`config.mk`:
```
export PLATFORM = sky130hd
export DESIGN_NAME = core_tick_timer
export DESIGN_NICKNAME = d
export VERILOG_FILES = /design/src/rtl/ctmr_pkg.sv /design/src/rtl/ctmr_prescaler.sv /design/src/rtl/ctmr_counter.sv /design/src/rtl/ctmr_regs.sv /design/src/rtl/core_tick_timer.sv
export SDC_FILE = /design/constraint.sdc
export NUM_CORES = 1
export LEC_CHECK = 0
export ABC_AREA = 1
export BUFFER_PORTS_ARGS = -buffer_cell sky130_fd_sc_hd__buf_2
export CORE_MARGIN = 5
export CORE_UTILIZATION = 60
export CTS_CLUSTER_SIZE = 25
export DETAILED_ROUTE_END_ITERATION = 7
export PLACE_DENSITY = 0.81
export RECOVER_POWER = 100
export SYNTH_ARGS = -nofsm -noshare
export SYNTH_HDL_FRONTEND = slang
export SYNTH_SLANG_ARGS = --single-unit
```
`constraint.sdc`:
```
create_clock -name clk -period 3.6 [get_ports clk]
set_clock_uncertainty 0.05 [all_clocks]
set_input_delay 0.72 -clock clk [delete_from_list [all_inputs] [get_ports clk]]
set_output_delay 0.72 -clock clk [all_outputs]
set_load 0.02 [all_outputs]
```
`src/rtl/ctmr_pkg.sv`:
```
package ctmr_pkg;

   // Word index of each register; the order fixes the byte offsets.
   typedef enum logic [1:0] {
      IDX_CTRL   = 2'd0,
      IDX_PERIOD = 2'd1,
      IDX_SCALE  = 2'd2,
      IDX_COUNT  = 2'd3
   } reg_idx_e;

   localparam int CTRL_BITS = 4;

   // Control field, bit 3 down to bit 0.
   typedef struct packed {
      logic flag;
      logic reload;
      logic enable;
      logic power;
   } ctrl_t;

endpackage

```
`src/rtl/ctmr_prescaler.sv`:
```
module ctmr_prescaler #(
   parameter int PRE_W = 8
) (
   input  logic             clk,
   input  logic             rst_n,
   input  logic             run,
   input  logic             restart,
   input  logic [PRE_W-1:0] divide_m1,
   output logic             tick
);

   logic [PRE_W-1:0] phase_q;

   assign tick = run && (phase_q == divide_m1);

   always_ff @(posedge clk) begin
      if (!rst_n) begin
         phase_q <= '0;
      end else if (restart || !run || tick) begin
         phase_q <= '0;
      end else begin
         phase_q <= phase_q + PRE_W'(1);
      end
   end

   // the phase never runs past the divisor limit
   p_phase_bound_r3: assert property (@(posedge clk) disable iff (!rst_n)
      phase_q <= divide_m1);

   // with a divisor above one, ticks are never back to back
   p_tick_spacing_r11: assert property (@(posedge clk) disable iff (!rst_n)
      (tick && divide_m1 != '0 && !restart) |=> !tick);

endmodule

```
`src/rtl/ctmr_counter.sv`:
```
module ctmr_counter #(
   parameter int DATA_W = 32
) (
   input  logic              clk,
   input  logic              rst_n,
   input  logic              tick,
   input  logic              load,
   input  logic [DATA_W-1:0] load_val,
   input  logic              reload,
   input  logic [DATA_W-1:0] period,
   output logic [DATA_W-1:0] count,
   output logic              expire
);

   localparam logic [DATA_W-1:0] ONE = DATA_W'(1);

   assign expire = tick && (count <= ONE);

   always_ff @(posedge clk) begin
      if (!rst_n) begin
         count <= '0;
      end else if (load) begin
         count <= load_val;
      end else if (expire) begin
         count <= reload ? period : '0;
      end else if (tick) begin
         count <= count - ONE;
      end
   end

   // an ordinary tick lowers the count by exactly one
   p_decrement_r11: assert property (@(posedge clk) disable iff (!rst_n)
      (tick && count > ONE && !load) |=> count == $past(count) - ONE);

   // expiry with reload copies the period
   p_reload_r5: assert property (@(posedge clk) disable iff (!rst_n)
      (expire && reload && !load) |=> count == $past(period));

   // expiry without reload parks at zero
   p_park_zero_r6: assert property (@(posedge clk) disable iff (!rst_n)
      (expire && !reload && !load) |=> count == '0);

   // a software load wins over any tick
   p_load_wins_r9: assert property (@(posedge clk) disable iff (!rst_n)
      load |=> count == $past(load_val));

endmodule

```
`src/rtl/ctmr_regs.sv`:
```
module ctmr_regs
   import ctmr_pkg::*;
#(
   parameter int DATA_W = 32,
   parameter int PRE_W  = 8
) (
   input  logic              clk,
   input  logic              rst_n,
   input  logic              wr_en,
   input  logic [1:0]        idx,
   input  logic [DATA_W-1:0] wdata,
   input  logic [DATA_W-1:0] count,
   input  logic              expire,
   output logic [DATA_W-1:0] rdata,
   output logic              run,
   output logic              reload,
   output logic [DATA_W-1:0] period,
   output logic [PRE_W-1:0]  divide_m1,
   output logic              pre_restart,
   output logic              cnt_load,
   output logic [DATA_W-1:0] cnt_load_val
);

   reg_idx_e          sel;
   ctrl_t             ctrl_q;
   logic [DATA_W-1:0] period_q;
   logic [DATA_W-1:0] scale_q;
   logic [DATA_W-1:0] ctrl_rd;
   logic              wr_ctrl, wr_period, wr_scale, wr_count;

   assign sel       = reg_idx_e'(idx);
   assign wr_ctrl   = wr_en && (sel == IDX_CTRL);
   assign wr_period = wr_en && (sel == IDX_PERIOD);
   assign wr_scale  = wr_en && (sel == IDX_SCALE);
   assign wr_count  = wr_en && (sel == IDX_COUNT);

   always_ff @(posedge clk) begin
      if (!rst_n) begin
         ctrl_q   <= '0;
         period_q <= '0;
         scale_q  <= '0;
      end else begin
         if (wr_ctrl) begin
            ctrl_q <= ctrl_t'(wdata[CTRL_BITS-1:0]);
         end else if (expire) begin
            ctrl_q.flag <= 1'b1;
            if (!ctrl_q.reload) begin
               ctrl_q.enable <= 1'b0;
            end
         end
         if (wr_period) begin
            period_q <= wdata;
         end
         if (wr_scale) begin
            scale_q <= wdata;
         end
      end
   end

   assign run          = ctrl_q.power && ctrl_q.enable;
   assign reload       = ctrl_q.reload;
   assign period       = period_q;
   assign divide_m1    = scale_q[PRE_W-1:0];
   assign pre_restart  = wr_scale;
   assign cnt_load     = wr_period || wr_count;
   assign cnt_load_val = wdata;

   generate
      if (DATA_W > CTRL_BITS) begin : g_ctrl_pad
         assign ctrl_rd = {{(DATA_W-CTRL_BITS){1'b0}}, ctrl_q};
      end else begin : g_ctrl_exact
         assign ctrl_rd = ctrl_q;
      end
   endgenerate

   always_comb begin
      unique case (sel)
         IDX_CTRL:   rdata = ctrl_rd;
         IDX_PERIOD: rdata = period_q;
         IDX_SCALE:  rdata = scale_q;
         IDX_COUNT:  rdata = count;
         default:    rdata = '0;
      endcase
   end

   // an expiry without a competing control write latches the flag
   p_flag_set_r4: assert property (@(posedge clk) disable iff (!rst_n)
      (expire && !wr_ctrl) |=> ctrl_q.flag);

   // a one-shot expiry drops the run bit
   p_oneshot_stop_r6: assert property (@(posedge clk) disable iff (!rst_n)
      (expire && !ctrl_q.reload && !wr_ctrl) |=> !ctrl_q.enable);

   // control bits take the written value, expiry or not
   p_ctrl_direct_r8: assert property (@(posedge clk) disable iff (!rst_n)
      wr_ctrl |=> ctrl_q == $past(wdata[CTRL_BITS-1:0]));

endmodule

```
`src/rtl/core_tick_timer.sv`:
```
module core_tick_timer
   import ctmr_pkg::*;
#(
   parameter int DATA_W = 32,
   parameter int PRE_W  = 8
) (
   input  logic              clk,
   input  logic              rst_n,
   input  logic              bus_wr_en,
   input  logic [1:0]        reg_idx,
   input  logic [DATA_W-1:0] bus_wdata,
   output logic [DATA_W-1:0] bus_rdata,
   output logic              irq_out
);

   initial begin
      assert (DATA_W >= 8) else $error("DATA_W must be at least 8");
      assert (PRE_W >= 1 && PRE_W <= DATA_W) else $error("PRE_W out of range");
   end

   logic              run, reload, pre_restart, cnt_load, tick, expire, irq_q;
   logic [DATA_W-1:0] period, count, cnt_load_val;
   logic [PRE_W-1:0]  divide_m1;

   ctmr_regs #(.DATA_W(DATA_W), .PRE_W(PRE_W)) u_regs (
      .clk(clk), .rst_n(rst_n), .wr_en(bus_wr_en), .idx(reg_idx),
      .wdata(bus_wdata), .count(count), .expire(expire), .rdata(bus_rdata),
      .run(run), .reload(reload), .period(period), .divide_m1(divide_m1),
      .pre_restart(pre_restart), .cnt_load(cnt_load), .cnt_load_val(cnt_load_val)
   );

   ctmr_prescaler #(.PRE_W(PRE_W)) u_pre (
      .clk(clk), .rst_n(rst_n), .run(run), .restart(pre_restart),
      .divide_m1(divide_m1), .tick(tick)
   );

   ctmr_counter #(.DATA_W(DATA_W)) u_cnt (
      .clk(clk), .rst_n(rst_n), .tick(tick), .load(cnt_load),
      .load_val(cnt_load_val), .reload(reload), .period(period),
      .count(count), .expire(expire)
   );

   always_ff @(posedge clk) begin
      if (!rst_n) begin
         irq_q <= 1'b0;
      end else begin
         irq_q <= expire;
      end
   end

   assign irq_out = irq_q;

   // a stopped timer holds its count unless software loads it
   p_frozen_r2: assert property (@(posedge clk) disable iff (!rst_n)
      (!run && !cnt_load) |=> $stable(count));

   // the count index returns the live counter value
   p_live_read_r10: assert property (@(posedge clk) disable iff (!rst_n)
      (reg_idx == IDX_COUNT) |-> bus_rdata == count);

   // the interrupt is only raised while running or just after
   p_irq_source_r4: assert property (@(posedge clk) disable iff (!rst_n)
      irq_out |-> $past(run));

endmodule

```
Word-level counts from Yosys, hierarchy flattened --
Index checks and enable logic that the tools add are counted.
Storage, ports and cells: output and inout bits 33, word-level logic and storage cells 44, flip-flop bits (word level) 109, bits of input ports 37
Cells by class: $lt $le $gt $ge 1, multiplexer cells 10, reductions and logical operators 16, bitwise operators 1, eq/ne operators 5, $add $sub $neg 2
Operators with widths (number):
- 2-to-1 mux 32 bit | 4
- one-hot mux 32 bit (4 select lines) | 1
- <= comparator 32 x 1 -> 1 bit, second input constant | 1
- subtractor 32 x 1 -> 32 bit, second input constant | 1
- adder 8 x 1 -> 8 bit, second input constant | 1
- == test 8 bit | 1
- logical AND 1 bit | 7
- 2-to-1 mux 1 bit | 5
- == test 2 bit, second input constant | 2
- logical OR 1 bit | 3
- nonzero test 3 bit | 1
- == test 2 x 1 -> 1 bit, second input constant | 1
- zero test 2 bit | 1
- inequality test 2 bit, second input constant | 1
- AND reduction 2 bit | 1
- nonzero test 2 bit | 1
- OR reduction 2 bit | 1
- zero test 1 bit | 1
- NOT 1 bit | 1

Longest topological paths before layout --
depth after elaboration 5, gate-level depth with buffers 13, gate-level depth less buffers 13

Modules after synthesis --
From an unflattened synthesis, not the netlist that was laid out.
Unflattened totals: cell total of the unflattened synthesis 1027, area, all modules 6802.8 um2
Modules (own cells, without submodules):
- ctmr_regs | area each 3385.7 um2, cells each 464, times used 1
- ctmr_counter | area each 2852.7 um2, cells each 472, times used 1
- ctmr_prescaler | area each 536.8 um2, cells each 88, times used 1
- core_tick_timer | area each 27.5 um2, cells each 3, times used 1

Worst setup path after synthesis --
No wires, ideal clock.
kind in2out, start point input port reg_idx[0], end point output port bus_rdata[10], path slack 0.989 ns, stages on the path 5, arrival 1.841 ns, required time 2.830 ns, buffers on the path 1, cells stage by stage inv_1 -> nor2_2 -> clkinv_1 -> clkbuf_1 -> o221ai_1
Between the ends: cells in the longest elaborated chain, start to end 2, elaborated cells on any way between the ends 5, classes of those cells 3 x eq/ne; 1 x mux; 1 x reduce/logical
Ends and longest elaborated chain:
- start, declared | RTL line core_tick_timer.sv:10 | input logic [1:0] reg_idx,
- == test 2 bit, or another cell as far along | RTL line ctmr_regs.sv:77 | unique case (sel)
- one-hot mux 32 bit (4 select lines) * | RTL line ctmr_regs.sv:77
- end, declared | RTL line core_tick_timer.sv:12 | output logic [DATA_W-1:0] bus_rdata,
Every way passes the cells marked *; elsewhere a longest branch is shown, timed or not.

Worst setup path after layout --
start point register u_regs.ctrl_q[0] (netlist bit), end point register u_cnt.count[9]
Between the ends: cells in the longest elaborated chain, start to end 5, elaborated cells on any way between the ends 6, classes of those cells 2 x mux; 4 x reduce/logical
Ends and longest elaborated chain:
- start, declared | RTL line ctmr_regs.sv:25 | ctrl_t ctrl_q;
- start signal, assigned | RTL line ctmr_regs.sv:44 | ctrl_q <= ctrl_t'(wdata[CTRL_BITS-1:0]);
- logical AND 1 bit * | RTL line ctmr_regs.sv:60 | assign run = ctrl_q.power && ctrl_q.enable;
- logical AND 1 bit * | RTL line ctmr_prescaler.sv:14 | assign tick = run && (phase_q == divide_m1);
- logical AND 1 bit | RTL line ctmr_counter.sv:17 | assign expire = tick && (count <= ONE);
- 2-to-1 mux 32 bit | RTL line ctmr_counter.sv:24 | end else if (expire) begin
- 2-to-1 mux 32 bit | RTL line ctmr_counter.sv:22 | end else if (load) begin
- end signal, assigned | RTL line ctmr_counter.sv:23 | count <= load_val;
- end signal, assigned | RTL line ctmr_counter.sv:25 | count <= reload ? period : '0;
- end signal, assigned | RTL line ctmr_counter.sv:27 | count <= count - ONE;
- end, declared | RTL line ctmr_counter.sv:11 | output logic [DATA_W-1:0] count,
Marks and branches as above. A chain may end at the register's enable or synchronous reset.

==> flow_summary.yaml <==
yosys:
  syn_inst: 996
  synth-seq-cells: 109
  ys.flop_type: "dfxtp_1"
  synth.area.top_cells: "dfxtp_1, nand2_1, a21oi_1"
  synth_edf_count: 0
  seq_area_frac_synth_pct: 33.4
  synth_cell_type_count: 41
  syn_area_um2: 6540
  async_reset_ff_share_pct: 0
  yosysWarningCount: 0
  syn-num-nets: 1036
  yosysTopAreaCell: "dfxtp_1"
  yosys.area.top_type_share_pct: 33.4
  avgSynthCellArea_um2: 6.57
route:
  first_pass_iters: 5
  vias: 6828
  wirelength_um: 19800
  antenna_left: 0
  viasPerCell: 5.79
  wl_per_cell_um: 16.8
  drt_iter0_drc: 828
  drc_errors: 0
worst_hold_path:
  hold_path_class: "reg -> reg"
clocking:
  clock_path_buffers: 2
  clkTransAtPathRegs_ns: 0.09
  clk_latency_ns: 0.39
  cts_tree: "done"
  cts-buffers-inserted: 9
  clockRootBuffer: "clkbuf_8"
  ctsResizeCount: 0
  h-tree-depth: 3
  cts_hold_buffers: 0
  clock_sinks: 109
  postCtsSetupBuffers: 0
timing:
  slew_viol_final: 37
  relSlewSlack_pct: -19.9
  tightest_slew_ns: 1.80
  hold_slack_ns: 0.412
  setup_tns_ns: 0
  fin_crit_ns: 3.15
  final-hold-violation-count: 0
  period_share_pct: 87.5
  fmax_mhz: 318
  grt_setup_unrepaired: "false"
  setup_viol: 0
placement:
  portBuffers: 69
  gp_congestion: 0.943
  hpwl_um: 14200
  dp_cells: 1168
setup_path:
  cp_cell_sequence: "nand2_1, inv_1, nand2_1, nor2_1, nand3_1, nor2_1, clkbuf_1, nand3_1, clkbuf_1, nand2_1, o21ai_0, nand2_1, a21oi_2"
  crit_path_end_kind: "flip-flop"
  worstPathArrival_ns: 3.34
  startpoint_type: "flip-flop"
  worst_ep_required_time_ns: 3.79
  path_max_fanout: 9
  max_stage_delay_ns: 0.74
  cpMostUsedCell: "nand2_1"
  cp_slowest_cell: "nor2_1"
  crit_type: "reg -> reg"
finish:
  layout_common_cells: "nand2_1, inv_1, dfxtp_1, a21oi_1, nor2_1"
  fin_cells: 1179
  nets: 1079
  final_common_cell: "nand2_1"
  area_delta_synth_final_pct: 6.14
  diodes: 0
  drive_gt1_share_pct: 8.57
  ff_latch_area_um2: 2180
  fillCellCount: 1055
  multi_input_area_um2: 3580
  final_core_util_pct: 64.6
global_routing:
  grt_usage_pct: 31.3
  grt_max_degree: 40
  grt_pass1_vias: 6494
  antenna_found_initial: 0
  grt_overflow: 0
  grt_pass1_wl_um: 32600
floorplanning:
  core_um2: 10700
  die_h_um: 114
  die_w_um: 114
  ios: 70
  dieArea_um2: 13100
  start_util_pct: 60.9
  rows: 38
run_status:
  violations: "max-capacitance violations, max-slew violations"
  status: "complete, but fails checks"
pwr:
  ir_drop_mv: 0.266
  p_leak_nw: 2.82
  power_mw: 2.68
  powerDensity_nw_per_um2: 387
run:
  cap_violations: 1
==> report_power, final <==
| part | switching, mW | internal, mW | leakage, nW |
|---|---|---|---|
| combinational | 0.478 | 0.222 | 1.85 |
| sequential | 0.0575 | 1.27 | 0.890 |
| clock | 0.407 | 0.253 | 0.0731 |
==> per-stage QoR <==
step | area [µm²] | setup slack (ns)
2_1_floorplan | 6540 | 0.989
6_report | 6940 | 0.451
4_1_cts | 7050 | 0.751
3_5_place_dp | 6900 | 0.756
5_1_grt | 6940 | 0.314
3_3_place_gp | 6900 | 0.832
==> cells in the mapped netlist, drive strengths merged (3+ instances only) <==
master / number
nand3b: 7
nand4: 17
o21ai: 79
ha: 3
xnor2: 4
xor2: 26
o221ai: 28
a21oi: 100
o22ai: 3
clkbuf: 41
buf: 9
inv: 121
nor2: 91
nand3: 71
nand2: 272
dfxtp: 109
==> path summary, 6_finish.rpt <==
path                      startpoint            endpoint  slack, ns  depth (start not counted)
setup / recovery    u_regs.ctrl_q[0]      u_cnt.count[9]       0.45                         13
hold / removal    u_regs.scale_q[28]  u_regs.scale_q[28]       0.41                          2
setup reg to reg    u_regs.ctrl_q[0]      u_cnt.count[9]       0.45                         13
hold reg to reg   u_regs.scale_q[28]  u_regs.scale_q[28]       0.41                          2
==> flip-flops by register name (all words and copies together) (netlist names) <==
register and count:
u_cnt.count 32, u_regs.period 32, u_regs.scale_q 32, u_pre.phase_q 8
u_regs.ctrl_q 3, irq_out 1, u_regs.reload 1
==> kinds of logic (layout without fill, tap and decap cells) <==
| family | Yosys count | count (layout) | synth area share (%) |
|---|---|---|---|
| adder cells (fa/ha/maj) | 3 | 3 | 0.574 |
| XOR/XNOR | 30 | 30 | 4.13 |
| AO/OA/AOI/OAI | 217 | 217 | 20.0 |
| flip-flops | 109 | 109 | 33.4 |
| buffers and inverters | 176 | 219 | 11.4 |
| AND/OR/NAND/NOR | 461 | 461 | 30.6 |
==> final cells by class <==
class	count	area share (%)
Tap cell	140	2.52
Multi-Input combinational cell	711	51.6
Timing Repair Buffer	85	5.75
Sequential cell	109	31.4
Clock buffer	11	2.04
Inverter	123	6.65
==> critical path: cells and delay by family (launching register included) <==
family                 cells  cell delay [ns]
and+or+nand+nor            8             1.62
buffers and inverters      3             0.83
DFF                        1             0.36
AOI/OAI and AO/OA          2             0.15
==> layer usage <==
layer  share of wire, %  wire, µm  track usage, %  vias to the layer above
li1                   -         -               -                     3323
met1                 44      8710            43.4                     3097
met2                 44      8620            47.8                      364
met3                 10      1990            6.40                       44
met4                2.5       489            12.3                        0
met5                  0         0               0                        -
Power figures use the tool's default switching activity.
